## src/rtl/sram_lane_pkg.sv

```systemverilog
package sram_lane_pkg;

    typedef enum logic [2:0] {
        ST_IDLE      = 3'd0,
        ST_WR_SETUP  = 3'd1,
        ST_WR_PULSE  = 3'd2,
        ST_WR_HOLD   = 3'd3,
        ST_RD_ACCESS = 3'd4,
        ST_RD_TURN   = 3'd5,
        ST_NULL      = 3'd6
    } ctl_state_e;

    function automatic int max_of(input int a, input int b);
        return (a > b) ? a : b;
    endfunction

endpackage

```

## src/rtl/sram_phase_timer.sv

```systemverilog
module sram_phase_timer #(
    parameter int CNT_W = 3
) (
    input  logic             clk,
    input  logic             rst_n,
    input  logic             load,
    input  logic [CNT_W-1:0] load_val,
    output logic             expired
);

    logic [CNT_W-1:0] count_q;

    always_ff @(posedge clk or negedge rst_n) begin
        if (!rst_n) begin
            count_q <= '0;
        end else if (load) begin
            count_q <= load_val;
        end else if (count_q != '0) begin
            count_q <= count_q - 1'b1;
        end
    end

    assign expired = (count_q == '0);

endmodule

```

## src/rtl/sram_lane_capture.sv

```systemverilog
module sram_lane_capture #(
    parameter int LANES  = 2,
    parameter int LANE_W = 8
) (
    input  logic                     clk,
    input  logic                     rst_n,
    input  logic                     capture,
    input  logic [LANES-1:0]         lane_sel,
    input  logic [LANES*LANE_W-1:0]  pins_in,
    output logic [LANES*LANE_W-1:0]  word_out
);

    for (genvar g = 0; g < LANES; g++) begin : g_lane
        always_ff @(posedge clk or negedge rst_n) begin
            if (!rst_n) begin
                word_out[g*LANE_W +: LANE_W] <= '0;
            end else if (capture) begin
                word_out[g*LANE_W +: LANE_W] <= lane_sel[g] ? pins_in[g*LANE_W +: LANE_W]
                                                            : '0;
            end
        end
    end

endmodule

```

## src/rtl/sram_lane_ctrl.sv

```systemverilog
module sram_lane_ctrl
    import sram_lane_pkg::*;
#(
    parameter int ADDR_W    = 18,
    parameter int LANE_W    = 8,
    parameter int LANES     = 2,
    parameter int SETUP_CYC = 1,
    parameter int WE_CYC    = 3,
    parameter int HOLD_CYC  = 1,
    parameter int RD_CYC    = 4,
    parameter int TURN_CYC  = 1
) (
    input  logic                        clk,
    input  logic                        rst_n,
    input  logic                        req_valid,
    output logic                        req_ready,
    input  logic                        req_write,
    input  logic [ADDR_W-1:0]           req_addr,
    input  logic [LANES*LANE_W-1:0]     req_wdata,
    input  logic [LANES-1:0]            req_mask,
    output logic                        rd_valid,
    output logic [LANES*LANE_W-1:0]     rd_data,
    output logic [ADDR_W-1:0]           sram_addr,
    output logic                        sram_ce_n,
    output logic                        sram_we_n,
    output logic                        sram_oe_n,
    output logic [LANES-1:0]            sram_be_n,
    output logic [LANES*LANE_W-1:0]     sram_dq_out,
    output logic                        sram_dq_oe,
    input  logic [LANES*LANE_W-1:0]     sram_dq_in
);

    localparam int DATA_W  = LANES * LANE_W;
    localparam int MAX_CYC = max_of(max_of(max_of(SETUP_CYC, WE_CYC), max_of(HOLD_CYC, RD_CYC)),
                                    TURN_CYC);
    localparam int CNT_W   = $clog2(MAX_CYC + 1);

    ctl_state_e        state_q, state_d;
    logic              accept;
    logic              tmr_load, tmr_done;
    logic [CNT_W-1:0]  tmr_val;
    logic              cap_now;
    logic              lat_write;
    logic [LANES-1:0]  lat_mask;
    logic [LANES-1:0]  mask_src;
    logic              nxt_sel, nxt_we, nxt_oe, nxt_drv;

    assign accept   = (state_q == ST_IDLE) && req_valid;
    assign mask_src = accept ? req_mask : lat_mask;

    sram_phase_timer #(.CNT_W(CNT_W)) i_timer (
        .clk      (clk),
        .rst_n    (rst_n),
        .load     (tmr_load),
        .load_val (tmr_val),
        .expired  (tmr_done)
    );

    sram_lane_capture #(.LANES(LANES), .LANE_W(LANE_W)) i_capture (
        .clk      (clk),
        .rst_n    (rst_n),
        .capture  (cap_now),
        .lane_sel (lat_mask),
        .pins_in  (sram_dq_in),
        .word_out (rd_data)
    );

    // Next-state and timer control
    always_comb begin
        state_d  = state_q;
        tmr_load = 1'b0;
        tmr_val  = '0;
        cap_now  = 1'b0;
        unique case (state_q)
            ST_IDLE: begin
                if (req_valid) begin
                    if (req_mask == '0) begin
                        state_d = ST_NULL;
                    end else if (req_write) begin
                        state_d  = ST_WR_SETUP;
                        tmr_load = 1'b1;
                        tmr_val  = CNT_W'(SETUP_CYC - 1);
                    end else begin
                        state_d  = ST_RD_ACCESS;
                        tmr_load = 1'b1;
                        tmr_val  = CNT_W'(RD_CYC - 1);
                    end
                end
            end
            ST_WR_SETUP: begin
                if (tmr_done) begin
                    state_d  = ST_WR_PULSE;
                    tmr_load = 1'b1;
                    tmr_val  = CNT_W'(WE_CYC - 1);
                end
            end
            ST_WR_PULSE: begin
                if (tmr_done) begin
                    state_d  = ST_WR_HOLD;
                    tmr_load = 1'b1;
                    tmr_val  = CNT_W'(HOLD_CYC - 1);
                end
            end
            ST_WR_HOLD: begin
                if (tmr_done) begin
                    state_d = ST_IDLE;
                end
            end
            ST_RD_ACCESS: begin
                if (tmr_done) begin
                    cap_now  = 1'b1;
                    state_d  = ST_RD_TURN;
                    tmr_load = 1'b1;
                    tmr_val  = CNT_W'(TURN_CYC - 1);
                end
            end
            ST_RD_TURN: begin
                if (tmr_done) begin
                    state_d = ST_IDLE;
                end
            end
            ST_NULL: begin
                cap_now = !lat_write;
                state_d = ST_IDLE;
            end
            default: begin
                state_d = ST_IDLE;
            end
        endcase
    end

    // State register
    always_ff @(posedge clk or negedge rst_n) begin
        if (!rst_n) begin
            state_q   <= ST_IDLE;
            lat_write <= 1'b0;
            lat_mask  <= '0;
        end else begin
            state_q <= state_d;
            if (accept) begin
                lat_write <= req_write;
                lat_mask  <= req_mask;
            end
        end
    end

    // Strobe decode of the state being entered
    always_comb begin
        nxt_sel = (state_d == ST_WR_SETUP) || (state_d == ST_WR_PULSE) ||
                  (state_d == ST_WR_HOLD)  || (state_d == ST_RD_ACCESS);
        nxt_we  = (state_d == ST_WR_PULSE);
        nxt_oe  = (state_d == ST_RD_ACCESS);
        nxt_drv = (state_d == ST_WR_SETUP) || (state_d == ST_WR_PULSE) ||
                  (state_d == ST_WR_HOLD);
    end

    // Registered outputs, glitch-free toward the memory
    always_ff @(posedge clk or negedge rst_n) begin
        if (!rst_n) begin
            req_ready   <= 1'b1;
            rd_valid    <= 1'b0;
            sram_ce_n   <= 1'b1;
            sram_we_n   <= 1'b1;
            sram_oe_n   <= 1'b1;
            sram_be_n   <= '1;
            sram_dq_oe  <= 1'b0;
            sram_addr   <= '0;
            sram_dq_out <= '0;
        end else begin
            req_ready  <= (state_d == ST_IDLE);
            rd_valid   <= cap_now;
            sram_ce_n  <= !nxt_sel;
            sram_we_n  <= !nxt_we;
            sram_oe_n  <= !nxt_oe;
            sram_dq_oe <= nxt_drv;
            sram_be_n  <= ~(mask_src & {LANES{nxt_sel}});
            if (accept) begin
                sram_addr   <= req_addr;
                sram_dq_out <= req_wdata;
            end
        end
    end


    no_rw_overlap_chk: assert property (@(posedge clk) disable iff (!rst_n)
        !(!sram_oe_n && !sram_we_n));


    no_bus_fight_chk: assert property (@(posedge clk) disable iff (!rst_n)
        !(!sram_oe_n && sram_dq_oe));


    we_after_setup_chk: assert property (@(posedge clk) disable iff (!rst_n)
        $fell(sram_we_n) |-> (!sram_ce_n && $past(!sram_ce_n) && sram_dq_oe));


    wr_stable_chk: assert property (@(posedge clk) disable iff (!rst_n)
        (sram_dq_oe && $past(sram_dq_oe)) |->
            ($stable(sram_addr) && $stable(sram_dq_out) && $stable(sram_be_n) && !sram_ce_n));


    rd_pulse_chk: assert property (@(posedge clk) disable iff (!rst_n)
        rd_valid |=> !rd_valid);


    ready_quiet_chk: assert property (@(posedge clk) disable iff (!rst_n)
        req_ready |-> (sram_ce_n && sram_we_n && sram_oe_n && !sram_dq_oe));

endmodule

```

## config.mk

```make
export PLATFORM = sky130hd
export DESIGN_NAME = sram_lane_ctrl
export DESIGN_NICKNAME = d
export VERILOG_FILES = /design/src/rtl/sram_lane_pkg.sv /design/src/rtl/sram_phase_timer.sv /design/src/rtl/sram_lane_capture.sv /design/src/rtl/sram_lane_ctrl.sv
export SDC_FILE = /design/constraint.sdc
export NUM_CORES = 1
export LEC_CHECK = 0
export BUFFER_PORTS_ARGS = -buffer_cell sky130_fd_sc_hd__buf_2
export CAP_MARGIN = 20
export CORE_UTILIZATION = 40
export CTS_CLUSTER_SIZE = 10
export DETAILED_ROUTE_END_ITERATION = 8
export PLACE_DENSITY = 0.68
export SLEW_MARGIN = 0
export SYNTH_ARGS = -nofsm -noshare
export SYNTH_HDL_FRONTEND = slang
export SYNTH_SLANG_ARGS = --single-unit
```

## constraint.sdc

```tcl
create_clock -name clk -period 3.89 [get_ports clk]
set_clock_uncertainty 0.05 [all_clocks]
set_input_delay 0.5835 -clock clk [delete_from_list [all_inputs] [get_ports clk]]
set_output_delay 0.5835 -clock clk [all_outputs]
set_load 0.03 [all_outputs]
```

==> run summary <==
The max-slew violation count was 0. The sum of overflow across all layers after global routing is 0. The core outline area is 6790 µm². The sequential share of the synthesized area came out at 0.600. The met2 wire length is 2700 µm. Of all nets on the critical path, the largest fanout is 36.

The pin count of the biggest net entering global routing is 43. The average via count per standard cell came out at 4.69. The post-cts hold buffer count came out at 0. The number of levels in the clock H-tree is 3. The total number of clock tree sinks is 67. The type of the tightest min-delay check is primary input to async pin. Ranked by total cell area, the synthesized netlist is headed by sky130_fd_sc_hd__dfrtp_1 (54%), sky130_fd_sc_hd__mux2_2 (14%), sky130_fd_sc_hd__dfstp_2 (5.6%), sky130_fd_sc_hd__nand2_1 (5.5%), sky130_fd_sc_hd__o21ai_0 (3.6%).

The total count of hold-check failures in the final report came to 0. The final estimated routing congestion in global placement came out at between 0.9 and 1. In the final timing run, aggregate negative setup slack is 0 ps. The layout cell share with drive strength beyond 1 is 0.504. Yosys printed 0 warnings. The run finished with clean final reports. The number of antenna violations at the first check in global routing came to 0. The worst-margin pin slew came out at 566 ps. TritonCTS built the clock tree. The number of enable-type register cells in the synthesized netlist is 0. The total power came out at ~3.6 mW.

The layout-stage area growth over the synthesis result came out at 30.2%. A synthesized cell averages 12.1 µm². The die area came out at 7350 µm². The share of the core filled with cells came out at 0.538. The post-CTS setup-driven buffer insertion count is 0. The clock reaches the later pin of the worst-skew pair after 340 ps.

The share of flip-flops with an asynchronous set or reset came out at 1.00. The time the final worst path needs with I/O delays and setup came out at 2170 ps. The routed wire length on met3 came out at 279 µm. The highest achievable clock rate came out at 461 MHz.

STA classifies the critical path startpoint as a flip-flop. The post-synthesis instance area is 2810 µm². After detailed routing, the number of remaining DRC violations is 0. Among all flip-flop cells after synthesis, the most frequent one is sky130_fd_sc_hd__dfrtp_1. The global-route wire length before repair is 8760 µm. The number of design-rule violations left by the first detailed-router iteration is between 80 and 90. The critical path arrival came out at 2340 ps. Data on the critical path is required at its endpoint by between 4000 and 5000 ps. The register bit count reported by yosys is 67. The post-synthesis cell count is 232. The netlist uses 37 different library cells. The detailed-route via count is 2097. The clock-pin slew on the worst setup and hold paths came out at 70 ps.

The endpoint kind of the worst setup timing path is a flip-flop. The die is 85.7 µm tall. The starting density of the core is 0.413. The number of buffers created by CTS came out at 9.

The worst setup path is of the flip-flop to flip-flop kind. Port buffering added 113 buffers. The highest layer touched by signal routing is met4. The worst max-slew margin expressed relative to the limit is 0.623.

The largest voltage drop on the vdd net came out at 0.000359 V. The worst-case clock buffer depth is 2. The count of nets left with antenna violations once routing finished came out at 0. The total of max-cap violations came out at 0. The final period utilization came out at 0.558. The cell sitting at the root of the clock tree is a sky130_fd_sc_hd__clkbuf_8. The number of gates resized after CTS was 0. The iteration count of the initial detailed-routing pass is 4. The total wirelength of the detailed-routed design is 5470 µm. The detailed placer's ending HPWL is between 3000 and 4000 µm.

The number of global-route vias before repair was 1901. In the global route stage, overall resource usage came out at 0.157. The most common cell in the synthesized netlist is sky130_fd_sc_hd__dfrtp_1. Synthesis produced a netlist with a net count of 290.

After detailed routing, the wire length on met1 is 2380 µm. The antenna diode instance count came out at 0. The chip width came out at 85.7 µm. The area share of the largest cell type after synthesis came out at 0.544.

The power per cell area is slightly below 1000 nW/µm². The routed length per placed instance is 12.2 µm. The count of nets after finishing is roughly 400. The final-report setup violation count is 0. The number of placement rows came out at 30. The static power due to leakage came out at ~1.8 nW. Setup repair after global routing left no endpoint under its margin. The commonest cells after synthesis are sky130_fd_sc_hd__dfrtp_1 (61), sky130_fd_sc_hd__nand2_1 (41), sky130_fd_sc_hd__mux2_2 (35), sky130_fd_sc_hd__o21ai_0 (20), sky130_fd_sc_hd__inv_1 (8). The largest total area in the synthesized netlist belongs to sky130_fd_sc_hd__dfrtp_1.

The number of primary I/O pins is between 100 and 150.
[path summary, 6_finish.rpt]
check | endpoint | slack, ps | start | depth (start not counted)
min | sram_dq_out[11]$_DFFE_PN0P_ | 170 | rst_n | 1
max in group asynchronous | sram_oe_n$_DFF_PN1_ | 2670 | rst_n | 2
min in group clk | sram_dq_out[11]$_DFFE_PN0P_ | 420 | req_wdata[11] | 2
min reg2reg | i_capture.word_out[11]$_DFFE_PN0P_ | 430 | i_capture.word_out[11]$_DFFE_PN0P_ | 2
max reg2reg | sram_addr[11]$_DFFE_PN0P_ | 1720 | state_q[1]$_DFF_PN0_ | 3
max | sram_addr[11]$_DFFE_PN0P_ | 1720 | state_q[1]$_DFF_PN0_ | 3
[flip-flops by register name (all words and copies together) (netlist names)]
name / cells
lat_mask: 2
req_ready: 1
rd_valid: 1
sram_dq_out: 16
sram_we_n: 1
sram_dq_oe: 1
sram_oe_n: 1
sram_ce_n: 1
sram_be_n: 2
state_q: 3
sram_addr: 18
i_timer.count_q: 3
lat_write: 1
i_capture.word_out: 16
[where the power goes]
| group | switching [mW] | internal, mW |
|---|---|---|
| Clock | 0.263 | 0.313 |
| Combinational | 1.08 | 0.620 |
| Sequential | 0.221 | 1.06 |
| Total | 1.56 | 1.99 |
[area by class of cell]
class                           instances  area, µm²
Timing Repair Buffer                  116        596
Clock inverter                          6       65.1
Multi-Input combinational cell        144       1020
Sequential cell                        67       1680
Inverter                                8       30.0
Tap cell                               96        120
Fill cell                             638       3140
Clock buffer                           10        138
[metal layers]
| layer | global-route usage | up-vias |
|---|---|---|
| li1 | - | 1023 |
| met1 | 0.192 | 1005 |
| met2 | 0.257 | 59 |
| met3 | 0.0404 | 10 |
| met4 | 0.0818 | 0 |
| met5 | 0 | - |
[placed cells by master (no fill, tap or decap), types with 2 or more instances in the layout]
cell type / instances
sky130_fd_sc_hd__clkinv_2: 2
sky130_fd_sc_hd__dfrtp_1: 61
sky130_fd_sc_hd__o21ai_0: 20
sky130_fd_sc_hd__nor2b_1: 5
sky130_fd_sc_hd__nor4_1: 2
sky130_fd_sc_hd__mux2i_1: 5
sky130_fd_sc_hd__nor2_1: 5
sky130_fd_sc_hd__a32o_1: 2
sky130_fd_sc_hd__inv_1: 8
sky130_fd_sc_hd__o22ai_1: 2
sky130_fd_sc_hd__clkinv_4: 2
sky130_fd_sc_hd__a31oi_1: 2
sky130_fd_sc_hd__clkbuf_8: 10
sky130_fd_sc_hd__buf_2: 113
sky130_fd_sc_hd__buf_4: 2
sky130_fd_sc_hd__a21oi_1: 2
sky130_fd_sc_hd__nand2_1: 41
sky130_fd_sc_hd__mux2_2: 35
sky130_fd_sc_hd__ha_1: 2
sky130_fd_sc_hd__nand2b_1: 4
sky130_fd_sc_hd__dfstp_2: 6
[stage by stage]
stage / cells / hold slack [ps] / area, µm² / worst slack (ps)
finish: 447 / 171 / 3650 / 1720
global route: 447 / 221 / 3650 / 1610
CTS: 446 / 180 / 3640 / 1720
floorplan: 232 / 238 / 2810 / 2220
detailed placement: 430 / 417 / 3440 / 1690
global placement: 430 / 409 / 3440 / 1750
[worst max-delay path, cell delays in order, from the launching register on]
cell and delay, ps:
sky130_fd_sc_hd__dfrtp_1 560, sky130_fd_sc_hd__nor4b_4 540, sky130_fd_sc_hd__buf_4 490, sky130_fd_sc_hd__mux2_2 400
[kinds of logic (layout without fill, tap and decap cells)]
group | Yosys count | in the layout | share of synthesized area
multiplexers | 40 | 40 | 0.158
flip-flops | 67 | 67 | 0.600
adder cells (fa/ha/maj) | 2 | 2 | 0.00892
buffers and inverters | 21 | 140 | 0.0370
XOR/XNOR | 2 | 2 | 0.00625
AND/OR/NAND/NOR | 63 | 63 | 0.107
AO/OA/AOI/OAI | 37 | 37 | 0.0825
Power figures use the tool's default switching activity.
